## config.mk

```make
export PLATFORM = sky130hd
export DESIGN_NAME = alu_post_shift
export DESIGN_NICKNAME = d
export VERILOG_FILES = /design/src/rtl/alu_post_pkg.sv /design/src/rtl/aps_carry_mux.sv /design/src/rtl/aps_shifter.sv /design/src/rtl/aps_flags.sv /design/src/rtl/alu_post_shift.sv
export SDC_FILE = /design/constraint.sdc
export NUM_CORES = 1
export LEC_CHECK = 0
export BUFFER_PORTS_ARGS = -buffer_cell sky130_fd_sc_hd__buf_2
export CORE_AREA = 2 2 39 41
export DETAILED_ROUTE_END_ITERATION = 7
export DIE_AREA = 0 0 41 43
export PLACE_DENSITY_LB_ADDON = 0.3
export SLEW_MARGIN = 20
export SYNTH_ARGS = -nofsm -noshare
export SYNTH_HDL_FRONTEND = slang
export SYNTH_HIERARCHICAL = 1
export SYNTH_SLANG_ARGS = --single-unit
```

## constraint.sdc

```tcl
create_clock -name vclk -period 4.3
set_input_delay 0.215 -clock vclk [all_inputs]
set_output_delay 0.215 -clock vclk [all_outputs]
set_load 0.005 [all_outputs]
```

## src/rtl/alu_post_pkg.sv

```systemverilog
package alu_post_pkg;
  typedef enum logic [1:0] {
    SH_PASS  = 2'b00,
    SH_RIGHT = 2'b01,
    SH_LEFT  = 2'b10,
    SH_BLANK = 2'b11
  } shift_mode_e;

  typedef enum logic [1:0] {
    CY_STATUS = 2'b00,
    CY_ZERO   = 2'b01,
    CY_ONE    = 2'b10,
    CY_ADDER  = 2'b11
  } carry_src_e;
endpackage

```

## src/rtl/aps_carry_mux.sv

```systemverilog
module aps_carry_mux
  import alu_post_pkg::*;
(
  input  logic [1:0] sel_i,
  input  logic       stat_cy_i,
  input  logic       add_cy_i,
  output logic       cy_o
);
  carry_src_e src;
  assign src = carry_src_e'(sel_i);

  // carry source decode
  always_comb begin
    unique case (src)
      CY_STATUS: cy_o = stat_cy_i;
      CY_ZERO:   cy_o = 1'b0;
      CY_ONE:    cy_o = 1'b1;
      CY_ADDER:  cy_o = add_cy_i;
      default:   cy_o = 1'b0;
    endcase
  end
endmodule

```

## src/rtl/aps_shifter.sv

```systemverilog
module aps_shifter
  import alu_post_pkg::*;
#(
  parameter int W = 8
) (
  input  logic [W-1:0] res_i,
  input  logic         fill_i,
  input  logic [1:0]   mode_i,
  output logic [W-1:0] data_o,
  output logic         cy_o
);
  localparam int MSB = W - 1;

  shift_mode_e mode;
  assign mode = shift_mode_e'(mode_i);

  logic [W-1:0] from_above;
  logic [W-1:0] from_below;

  // Each bit picks its upper or lower neighbour; the end bits take the fill.
  for (genvar i = 0; i < W; i++) begin : g_bit
    if (i == MSB) begin : g_top
      assign from_above[i] = fill_i;
    end else begin : g_mid_hi
      assign from_above[i] = res_i[i+1];
    end
    if (i == 0) begin : g_bot
      assign from_below[i] = fill_i;
    end else begin : g_mid_lo
      assign from_below[i] = res_i[i-1];
    end
  end

  always_comb begin
    unique case (mode)
      SH_PASS: begin
        data_o = res_i;
        cy_o   = fill_i;
      end
      SH_RIGHT: begin
        data_o = from_above;
        cy_o   = res_i[0];
      end
      SH_LEFT: begin
        data_o = from_below;
        cy_o   = res_i[MSB];
      end
      default: begin
        data_o = '0;
        cy_o   = fill_i;
      end
    endcase
  end
endmodule

```

## src/rtl/aps_flags.sv

```systemverilog
module aps_flags #(
  parameter int W = 8
) (
  input  logic [W-1:0] data_i,
  input  logic         raw_msb_i,
  input  logic         lhs_msb_i,
  input  logic         rhs_msb_i,
  output logic         zero_o,
  output logic         neg_o,
  output logic         ovf_o
);
  assign zero_o = ~|data_i;
  assign neg_o  = data_i[W-1];
  // Operand signs agree, but the unshifted result sign disagrees with them.
  assign ovf_o  = ~(lhs_msb_i ^ rhs_msb_i) & (raw_msb_i ^ lhs_msb_i);
endmodule

```

## src/rtl/alu_post_shift.sv

```systemverilog
module alu_post_shift #(
  parameter int W = 8
) (
  input  logic [W-1:0] res_i,
  input  logic         add_cy_i,
  input  logic         lhs_msb_i,
  input  logic         rhs_msb_i,
  input  logic         stat_cy_i,
  input  logic [1:0]   cy_sel_i,
  input  logic [1:0]   sh_sel_i,
  output logic [W-1:0] data_o,
  output logic         cy_o,
  output logic         zero_o,
  output logic         neg_o,
  output logic         ovf_o
);
  logic fill;

  aps_carry_mux u_cmux (
    .sel_i     (cy_sel_i),
    .stat_cy_i (stat_cy_i),
    .add_cy_i  (add_cy_i),
    .cy_o      (fill)
  );

  aps_shifter #(.W(W)) u_shift (
    .res_i  (res_i),
    .fill_i (fill),
    .mode_i (sh_sel_i),
    .data_o (data_o),
    .cy_o   (cy_o)
  );

  aps_flags #(.W(W)) u_flags (
    .data_i    (data_o),
    .raw_msb_i (res_i[W-1]),
    .lhs_msb_i (lhs_msb_i),
    .rhs_msb_i (rhs_msb_i),
    .zero_o    (zero_o),
    .neg_o     (neg_o),
    .ovf_o     (ovf_o)
  );
endmodule

```

; ---- Word level (Yosys, flattened, before mapping)
; Index checks and enable logic that the tools add are counted.
[classes]
eq_ne = 5
mux = 3
bitwise = 4
reduce_logical = 4
[op_table]
columns = cell, count
row1 = $pmux 8 s3, 1
row2 = $reduce_or 8->1, 1
row3 = $eq 2x2->1 const B, 3
row4 = $eq 2x1->1 const B, 2
row5 = $logic_not 2->1, 2
row6 = $pmux 1 s4, 1
row7 = $pmux 1 s2, 1
row8 = $xor 1x1->1, 2
row9 = $and 1x1->1, 1
row10 = $logic_not 1->1, 1
row11 = $not 1->1, 1
[totals]
register_bits = 0
inputBits = 16
output_inout_bits = 12
elab_cells = 16

; ---- Logic depth before layout (Yosys ltp)
; Gate-level depths: netlist (run 1).
[logic_depth]
depth_word = 5
depth_mapped = 7
ltp_nobuf = 6

; ---- Hierarchy
; Netlist (run 1), hierarchy kept.
[modules_own_cells]
columns = module, instances, cells_each, area_per_inst_um2, seq_area_each_um2
row1 = aps_shifter, 1, 29, 205.2, 0.0
row2 = aps_flags, 1, 7, 42.5, 0.0
row3 = aps_carry_mux, 1, 3, 12.5, 0.0

; ---- Worst setup path before layout (run 1)
; OpenSTA, ideal clock, no wires.
[synth_path]
path_type = in2out
from = input sh_sel_i[0]
to = output zero_o
arrival_ns = 1.618
required_ns = 4.085
slack_ns = 2.467
path_stages = 7
n_path_buf = 1
path_cell_list = inv_1 ha_1 buf_2 a222oi_1 nor2_1 or4_1 nor2_1
[synth_via]
elab_chain_cells = 4
word_cells_on_any_way = 6
[synth_rtl]
columns = element, line_no
row1 = start: declaration, alu_post_shift.sv:10  ; input logic [1:0] sh_sel_i,
row2 = "$eq 2x2->1, or another cell as far along", aps_shifter.sv:35  ; unique case (mode)
row3 = $pmux 8 s3 *, aps_shifter.sv:35
row4 = named net data_o[7], alu_post_shift.sv:11  ; output logic [W-1:0] data_o,
row5 = $reduce_or 8->1 *, aps_flags.sv:12  ; assign zero_o = ~|data_i;
row6 = $logic_not 1->1 *, aps_flags.sv:12
row7 = end: declaration, alu_post_shift.sv:13  ; output logic zero_o,
; The timed path passes the listed nets; every way through them passes the cells marked *.

; ---- Worst setup path after layout (run 1)
[layout_path]
from = input sh_sel_i[0]
to = output zero_o
[layout_via]
elab_chain_cells = 4
word_cells_on_any_way = 6
[layout_rtl]
columns = element, line_no
row1 = "$eq 2x2->1, or another cell as far along", aps_shifter.sv:35
row2 = $pmux 8 s3 *, aps_shifter.sv:35
row3 = $reduce_or 8->1 *, aps_flags.sv:12
row4 = $logic_not 1->1 *, aps_flags.sv:12
; Mark *: on every way between the ends. The rest lies on a longest branch, timed or not.

==> results.md, run 1 <==
- Run status: completed
- Reported leakage power: 0.223 nW
- Total power consumption of the routed design: 0.0444 mW
- Cells after DPL: 78
- Worst relative slew slack: 79.4%
- Horiz. Die Dim: 41 um
- Final number of hold-violating endpoints: 0
- Syn-to-layout area delta: 50.5%
- Most used standard cell by instance count after synthesis: nor2_1
- Final worst hold slack: 689 ps
- Max_cap viols: 0
- Cell types with the largest area share after synthesis: a222oi_1, ha_1, nor2_1
- Global-route usage over all layers: 9.09%
- Setup TNS: 0 ps
- Fill cell total of the finished layout: 156
- Count of input and output buffers: 28
- Netlist Area Pre-Place: 260 um^2
- Pre-Repair DR Iteration Count: 5
- Transition time at the pin with the least slew margin: 309 ps
- # rows: 14
- Number of clock buffers in the layout: 0
- Data arrival time of the worst path: 1850 ps
- WL final: 844 um
- Setup repair after global routing missed its margin: false
- ANT cells: 0
- Core outline area: 0.00138 mm^2
- Layout cell share with drive strength beyond 1: 45.2%
- IR Drop Worst-Case VDD: 0.0223 mV
- Number of distinct library cells after synthesis: 15
- Overflow left after global routing: 0
- Total non-filler cell area in the finished layout: 392 um^2
- Final design utilization: 28.3%
- Io pins: 28
- Worst hold path class: in2out
- Post-synthesis cell count: 39
- Portion of synthesized cell area occupied by the leading cell type: 30.8%
- Die Outline Area: 0.00176 mm^2
- CP Capture Type: output pin
- Area after detailed placement: 392 um^2
- Number of warning messages in the yosys log: 6
- Via count of the first global-routing pass: 322
- Final setup slack of the worst path: 2230 ps
- Wire length of the first global-routing pass: 1230 um
- Number of hold buffers added after CTS: 0
- Placer congestion estimate: 0.625
- Antenna-violating nets left: 0
- Initial core utilization: 18.8%
- Count of flip-flops and latches: 0
- Initial antenna violation count: 0
- Most common library cells after synthesis: nor2_1, a222oi_1, ha_1
- Power Dens Cells: 113 mW/mm^2
- Critical Setup Path Class: in2out
- Mean post-synth cell area: 6.67 um^2
- Vias per cell: 5.23
- Clock period minus worst slack: 2070 ps
- Post-CTS repair timing setup buffer count: 0
- Required time of the critical path: 4090 ps
- Total of cells resized after clock tree synthesis: 0
- Final HPWL from detailed placement: 727 um
- Number of endpoints failing setup at the final stage: 0
- Syn Nets: 59
- Critical Path Start Type: primary input
- Storage cell area: 0 um^2
- Largest area contributor in the synthesized netlist: a222oi_1
- Crit Path Max Fanout: 9
- First DRT Iteration DRCs: 36
- Largest net degree at the start of global routing: 10
- Portion of the post-synthesis area used by sequential elements: 0%
- Portion of the clock cycle consumed by the worst path in the final layout: 48.1%
- Wirelength per Cell: 10.8 um
- Number of nets in the layout: 84
- Timing-limited maximum frequency: 483 MHz
- Post-route DRC: 0
- Final count of pins violating max slew: 0
- Final std cells w/o fill: 78
- Worst setup timing slack at the placement stage: 2240 ps
- Chip Height: 43 um
- Vias post-DR: 408
[worst max-delay path, cell delays in order]
cell      delay (ps)
buf_2            110
inv_1             60
ha_1             290
a222oi_1         330
nor2_1           110
or4_1            530
nor2_1           100
buf_2            110
[metal layers]
layer	up-vias	GRT usage (%)	wire, um
met1	174	10.8	360
met3	0	0	100
met5	-	0	0
met4	0	0	0
li1	199	-	-
met2	35	17.8	384
[cells in the final DEF, fill, tap and decap left out]
| cell type | synthesis | final |
|---|---|---|
| a21oi_1 | 1 | 1 |
| a222oi_1 | 8 | 8 |
| a22oi_1 | 1 | 1 |
| buf_2 | 1 | 28 |
| ha_1 | 4 | 4 |
| inv_1 | 2 | 2 |
| nand2_1 | 2 | 2 |
| nand2b_1 | 1 | 1 |
| nor2_1 | 11 | 11 |
| o21ai_1 | 1 | 1 |
| o22ai_1 | 1 | 1 |
| or4_1 | 2 | 2 |
[where the power goes]
part	switching (mW)	internal [mW]
clock network	0	0
registers	0	0
logic	0.0221	0.0223
total	0.0221	0.0223
[area by class of cell]
type	instances	area, um^2	area share, %
Multi-Input combinational cell	32	224	57.2
Timing Repair Buffer	28	140	35.8
Tap cell	16	20.0	5.11
Inverter	2	7.51	1.92
[logic make-up (layout without fill, tap and decap cells)]
logic type / Yosys count / after routing / synth area share, %
buffers and inverters: 7 / 30 / 13.9
and+or+nand+nor: 16 / 16 / 26.9
AOI/OAI and AO/OA: 12 / 12 / 39.9
adders and majority gates: 4 / 4 / 19.2
[path summary, 6_finish.rpt]
check | depth (start not counted) | slack, ps | from | endpoint
max | 8 | 2230 | sh_sel_i[0] | zero_o
min | 3 | 690 | rhs_msb_i | ovf_o
Note: power is estimated with default switching activity, not from simulation.
==> run 2, diff against run 1 <==
- ABC_AREA: not set -> 1
- CORE_AREA: 2 2 39 41 -> not set
- CORE_UTILIZATION: not set -> 24
- DIE_AREA: 0 0 41 43 -> not set
- clock period: 4.3 -> 1.8 ns (I/O delays scaled with it)
==> run 2 against run 1 <==
  * Critical endpoint unchanged
  * Global-route usage is 1.5 points higher
  * Synthesized cell count is 130% higher
  * Total power grew to 2.8 times the previous value
  * Die area is 5.0% higher
  * Count of clock-buffer cells in the layout stayed put
  * Combinational power grew to 2.8 times the previous value
  * Cell count is 65% higher
  * Highest routed layer unchanged
==> results.md, run 2 <==
- Run status: completed
- # rows: 14 (unchanged)
- Vias per cell: 4.29 (-18%)
- Portion of the post-synthesis area used by sequential elements: 0% (unchanged)
- Number of warning messages in the yosys log: 6 (unchanged)
- Via count of the first global-routing pass: 434 (+35%)
- Leading cell type in the layout, fill and taps excluded: nand2_1
- Endpoint of the worst setup timing path: zero_o
- Count of input and output buffers: 28 (unchanged)
- Worst hold path class: in2out
- Most common library cells after synthesis: nand2_1, inv_1, nand3_1, nor2_1, ha_1
- Multi-input combinational cell area: 300 um^2 (+34%)
- Horiz. Die Dim: 43.0 um (+5.0%)
- Pre-Repair DR Iteration Count: 4 (-1)
- Data arrival time of the worst path: 1190 ps (-660 ps)
- Transition time at the pin with the least slew margin: 313 ps (+4.62 ps)
- Io pins: 28 (unchanged)
- Number of distinct library cells after synthesis: 8 (-7)
- Area share of and/or/nand/nor cells after synthesis: 61.9% (+35 points)
- Final HPWL from detailed placement: 803 um (+10%)
- Placer congestion estimate: 0.726 (+16%)
- Wirelength per Cell: 7.53 um (-30%)
- Dominant combinational cell family by area after synthesis: simple AND/OR/NAND/NOR gates
- Chip Height: 43.0 um (about the same)
- Final std cells w/o fill: 129 (+65%)
- Largest net degree at the start of global routing: 10 (unchanged)
- Power Dens Cells: 240 mW/mm^2 (+110%)
- Post-synthesis cell count: 89 (+130%)
- Clock period minus worst slack: 1280 ps
- Layout cell share with drive strength beyond 1: 25.7% (-19 points)
- Netlist Area Pre-Place: 404 um^2 (+55%)
- Portion of synthesized cell area occupied by the leading cell type: 44.6% (+14 points)
- Syn Nets: 109 (+85%)
- Setup TNS: 0 ps (unchanged)
- Crit Path Max Fanout: 9 (unchanged)
- Cell types with the largest area share after synthesis: nand2_1, inv_1, ha_1
- Total of cells resized after clock tree synthesis: 0 (unchanged)
- Synthesized-area fraction occupied by adder cells: 12.4% (-6.8 points)
- Compound-cell area share of the yosys netlist: 0% (-40 points)
- Wire length of the first global-routing pass: 1660 um (+35%)
- Worst relative slew slack: 79.1% (-0.31 points)
- Overflow left after global routing: 0 (unchanged)
- Post-CTS repair timing setup buffer count: 0 (unchanged)
- Post-route DRC: 0 (unchanged)
- Final number of hold-violating endpoints: 0 (unchanged)
- Mux cell area share after synthesis: 0% (unchanged)
- IR Drop Worst-Case VDD: 0.0763 mV (+240%)
- Number of hold buffers added after CTS: 0 (unchanged)
- Syn-to-layout area delta: 30.3%
- Critical Path Start Type: primary input
- Critical path origin: sh_sel_i[0]
- Final worst hold slack: 542 ps (-147 ps)
- Initial antenna violation count: 0 (unchanged)
- Critical Setup Path Class: in2out
- Storage cell area: 0 um^2 (unchanged)
- Initial core utilization: 26.2% (+7.4 points)
- Portion of the clock cycle consumed by the worst path in the final layout: 71.2%
- Reported leakage power: 0.405 nW (+82%)
- Largest area contributor in the synthesized netlist: nand2_1
- Number of nets in the layout: 135 (+61%)
- ANT cells: 0 (unchanged)
- WL final: 971 um (+15%)
- Number of clock buffers in the layout: 0 (unchanged)
- Final count of pins violating max slew: 0 (unchanged)
- Timing-limited maximum frequency: 781 MHz
- Count of flip-flops and latches: 0 (unchanged)
- Required time of the critical path: 1710 ps (-2380 ps)
- Number of endpoints failing setup at the final stage: 0 (unchanged)
- CP Capture Type: output pin
- Most frequent cells in the layout: nand2_1, buf_2, inv_1
- Most used standard cell by instance count after synthesis: nand2_1
- Cells after DPL: 129 (+65%)
- Setup repair after global routing missed its margin: false
- Antenna-violating nets left: 0 (unchanged)
- Total non-filler cell area in the finished layout: 527 um^2 (+35%)
- Global-route usage over all layers: 10.6% (+1.5 points)
- Area after detailed placement: 527 um^2 (+35%)
- Die Outline Area: 0.00185 mm^2 (+5.0%)
- Max_cap viols: 0 (unchanged)
- XOR/XNOR Fraction of Synth Area: 0% (unchanged)
- First DRT Iteration DRCs: 10 (-72%)
- Vias post-DR: 554 (+36%)
- Core outline area: 0.00154 mm^2 (+11%)
- Mean post-synth cell area: 4.54 um^2 (-32%)
- Fill cell total of the finished layout: 182 (+17%)
[run 2: layer usage]
layer	wire (um)	GRT usage, %	up-vias
met4	0	0	0
met3	57	0.426	0
met5	0	0	-
met1	449	15.2	230
li1	-	-	305
met2	465	18.5	19
[run 2: stage by stage]
stage / setup slack (ps) / util, % / power (mW)
after floorplan: 778 / - / 0.0787
after global placement: 529 / 34.2 / 0.126
after detailed placement: 515 / 34.2 / 0.127
after CTS: 514 / 34.2 / 0.128
after global routing: 361 / 34.2 / 0.146
final: 519 / 34.2 / 0.126
[run 2: kinds of logic (layout without fill, tap and decap cells)]
kind of cell,after synthesis,count (layout)
AND/OR/NAND/NOR,64,64
adder cells (fa/ha/maj),4,4
buffers and inverters,21,45
[run 2: power by group]
| group | internal [mW] | total [mW] | switching [mW] |
|---|---|---|---|
| sequential | 0 | 0 | 0 |
| clock | 0 | 0 | 0 |
| combinational | 0.0564 | 0.126 | 0.0698 |
[run 2: worst min path at each step]
stage               startpoint    end  slack [ps]  depth (start not counted)
floorplan            lhs_msb_i  ovf_o         300                          3
global placement     lhs_msb_i  ovf_o         530                          5
detailed placement   lhs_msb_i  ovf_o         550                          5
CTS                  lhs_msb_i  ovf_o         550                          5
global route         rhs_msb_i  ovf_o         600                          5
finish               lhs_msb_i  ovf_o         540                          5
[run 2: final cells by class]
class	instances	share of cell area, %
Multi-Input combinational cell	68	57.0
Timing Repair Buffer	28	26.6
Inverter	17	12.6
Tap cell	16	3.80
[run 2: worst max-delay path: stages]
cell	delay [ps]
buf_2	100
inv_1	50
ha_1	310
nand2_1	100
nand3_1	70
nand2_1	60
inv_1	40
nor2_1	110
nand2_1	60
nor2_1	90
buf_2	110
==> run 3, diff against run 2 <==
- clock period: 1.8 -> 1.2 ns (I/O delays scaled with it)
==> run 3 against run 2 <==
  * Global-route usage down 0.17 points
  * Non-clock buffer count increased by 4
  * Combinational power up 86%
  * Total power up 86%
  * Hold slack worse by 54 ps
  * Flip-flop and latch count did not move
  * Cell count increased by 3.1%
  * Critical path type unchanged
  * Highest routed layer unchanged
  * Largest cell class unchanged
  * Utilization grew 7.1 points
  * Routed wire length is 6.6% higher
==> results.md, run 3 (synthesis results as in run 2) <==
- Run status: completed
- Beginning of the worst hold path: lhs_msb_i
- Buf+Inv Stages, Crit Path: 5 (+1)
- Global-route usage over all layers: 10.4% (-0.17 points)
- Reported leakage power: 0.435 nW (+7.4%)
- Data arrival time of the worst path: 1060 ps (-130 ps)
- Leading cell type in the layout, fill and taps excluded: nand2_1
- CP Capture Type: output pin
- Most frequent cells in the layout: nand2_1, buf_2, inv_1
- Final count of pins violating max slew: 0 (unchanged)
- Antenna-violating nets left: 0 (unchanged)
- Clock period minus worst slack: 1120 ps
- First DRT Iteration DRCs: 8 (-2)
- Number of endpoints failing setup at the final stage: 0 (unchanged)
- Final number of hold-violating endpoints: 0 (unchanged)
- Min-Delay Endpoint: ovf_o
- Worst hold path class: in2out
- Total non-filler cell area in the finished layout: 637 um^2 (+21%)
- Worst relative slew slack: 93.0% (+14 points)
- Number of clock buffers in the layout: 0 (unchanged)
- Crit Path Max Fanout: 5 (-4)
- Largest net degree at the start of global routing: 10 (unchanged)
- Slowest Stage Delay on Critical Path: 170 ps (-140 ps)
- Chip Height: 43.0 um (unchanged)
- Timing-limited maximum frequency: 893 MHz
- Worst setup timing slack at the placement stage: -42.9 ps (-558 ps)
- Final HPWL from detailed placement: 812 um (+1.0%)
- Pre-Repair DR Iteration Count: 4 (unchanged)
- Portion of the clock cycle consumed by the worst path in the final layout: 93.3%
- Cells on Worst Hold Path: 5 (unchanged)
- Core outline area: 0.00154 mm^2 (unchanged)
- Overflow left after global routing: 0 (unchanged)
- Transition time at the pin with the least slew margin: 105 ps (-208 ps)
- Fill cell total of the finished layout: 181 (-0.55%)
- Max_cap viols: 0 (unchanged)
- Post-route DRC: 0 (unchanged)
- Wirelength per Cell: 7.78 um (+3.4%)
- ANT cells: 0 (unchanged)
- Power Dens Cells: 368 mW/mm^2 (+54%)
- Syn-to-layout area delta: 57.6%
- Placer congestion estimate: 0.708 (-2.4%)
- Critical Setup Path Class: in2out
- Number of hold buffers added after CTS: 0 (unchanged)
- Layout cell share with drive strength beyond 1: 42.7% (+17 points)
- Horiz. Die Dim: 43.0 um (unchanged)
- Wire length of the first global-routing pass: 1610 um (-2.9%)
- IR Drop Worst-Case VDD: 0.140 mV (+84%)
- Count of input and output buffers: 28 (unchanged)
- Vias post-DR: 572 (+3.2%)
- Die Outline Area: 0.00185 mm^2 (unchanged)
- Storage cell area: 0 um^2 (unchanged)
- WL final: 1040 um (+6.6%)
- Count of flip-flops and latches: 0 (unchanged)
- Critical Path Start Type: primary input
- Initial antenna violation count: 0 (unchanged)
- Via count of the first global-routing pass: 423 (-2.5%)
- Cell family with the largest share of critical-path delay: simple AND/OR/NAND/NOR gates
- Number of nets in the layout: 139 (+3.0%)
- Slowest stage cell on the critical path: ha_4
- Required time of the critical path: 1140 ps (-570 ps)
- Area after detailed placement: 534 um^2 (+1.4%)
- Cells along the critical path: buf_6 -> inv_4 -> ha_4 -> buf_6 -> nand2_1 -> nand3_1 -> nand2_1 -> inv_2 -> nor2_2 -> nand2_1 -> nor2_1 -> buf_2
- Vias per cell: 4.30 (+0.14%)
- Initial core utilization: 26.2% (unchanged)
- Io pins: 28 (unchanged)
- # rows: 14 (unchanged)
- Most numerous cell on the critical path: nand2_1
- Final setup slack of the worst path: 80.3 ps (-439 ps)
run 3: cell count changes in the layout (fill, tap and decap cells not counted):
cell,previous run,this run
nand2_2,0,4
ha_4,0,3
buf_4,0,4
buf_2,28,26
inv_1,16,11
nor2_1,8,5
inv_2,0,4
inv_4,1,2
nor2_2,0,3
ha_1,4,1
nand3_1,8,6
buf_6,0,2
nand3_2,0,2
nand2_1,48,44
run 3: report_power, final:
group | switching (mW) | internal [mW] | leakage [nW] | total (mW)
clock network | 0 | 0 | 0 | 0
registers | 0 | 0 | 0 | 0
logic | 0.122 | 0.112 | 0.435 | 0.234
total | 0.122 | 0.112 | 0.435 | 0.234
run 3: worst max-delay path by stage:
stage,cells after the start,from,end,slack (ps)
global route,11,sh_sel_i[0],zero_o,-20
CTS,11,sh_sel_i[1],zero_o,40
floorplan,10,sh_sel_i[0],zero_o,240
global placement,11,sh_sel_i[1],zero_o,-20
detailed placement,11,sh_sel_i[1],zero_o,-40
finish,12,sh_sel_i[1],zero_o,80
run 3: layout make-up:
cell class,count,area [um^2],area share (%)
Timing Repair Buffer,32,183,28.7
Inverter,17,68.8,10.8
Tap cell,16,20.0,3.14
Multi-Input combinational cell,68,365,57.4
run 3: worst min-delay path: cells and delay by family:
family	cells	cell delay (ps)
buffers and inverters	2	220
and+or+nand+nor	3	150
run 3: per-layer routing:
metal	track usage, %	vias up	routed length (um)
met5	0	-	0
met4	0	0	0
met3	0.851	0	59
met2	19.1	13	518
met1	13.9	246	457
li1	-	313	-
run 3: repair_timing:
action,4_1_cts,5_1_grt
endpoints found under the setup margin,1,1
resized for setup,3,24
pin swaps,0,8
setup buffers,0,3
run 3: through the flow:
step | instances | hold slack, ps | total power [mW] | setup TNS, ps | utilization [%]
2_1_floorplan | 89 | 241 | 0.118 | 0 | -
3_3_place_gp | 130 | 472 | 0.192 | -24.1 | 34.7
3_5_place_dp | 130 | 492 | 0.194 | -42.9 | 34.7
4_1_cts | 130 | 491 | 0.198 | 0 | 35.1
5_1_grt | 133 | 539 | 0.266 | -16.7 | 41.3
6_report | 133 | 488 | 0.234 | 0 | 41.3
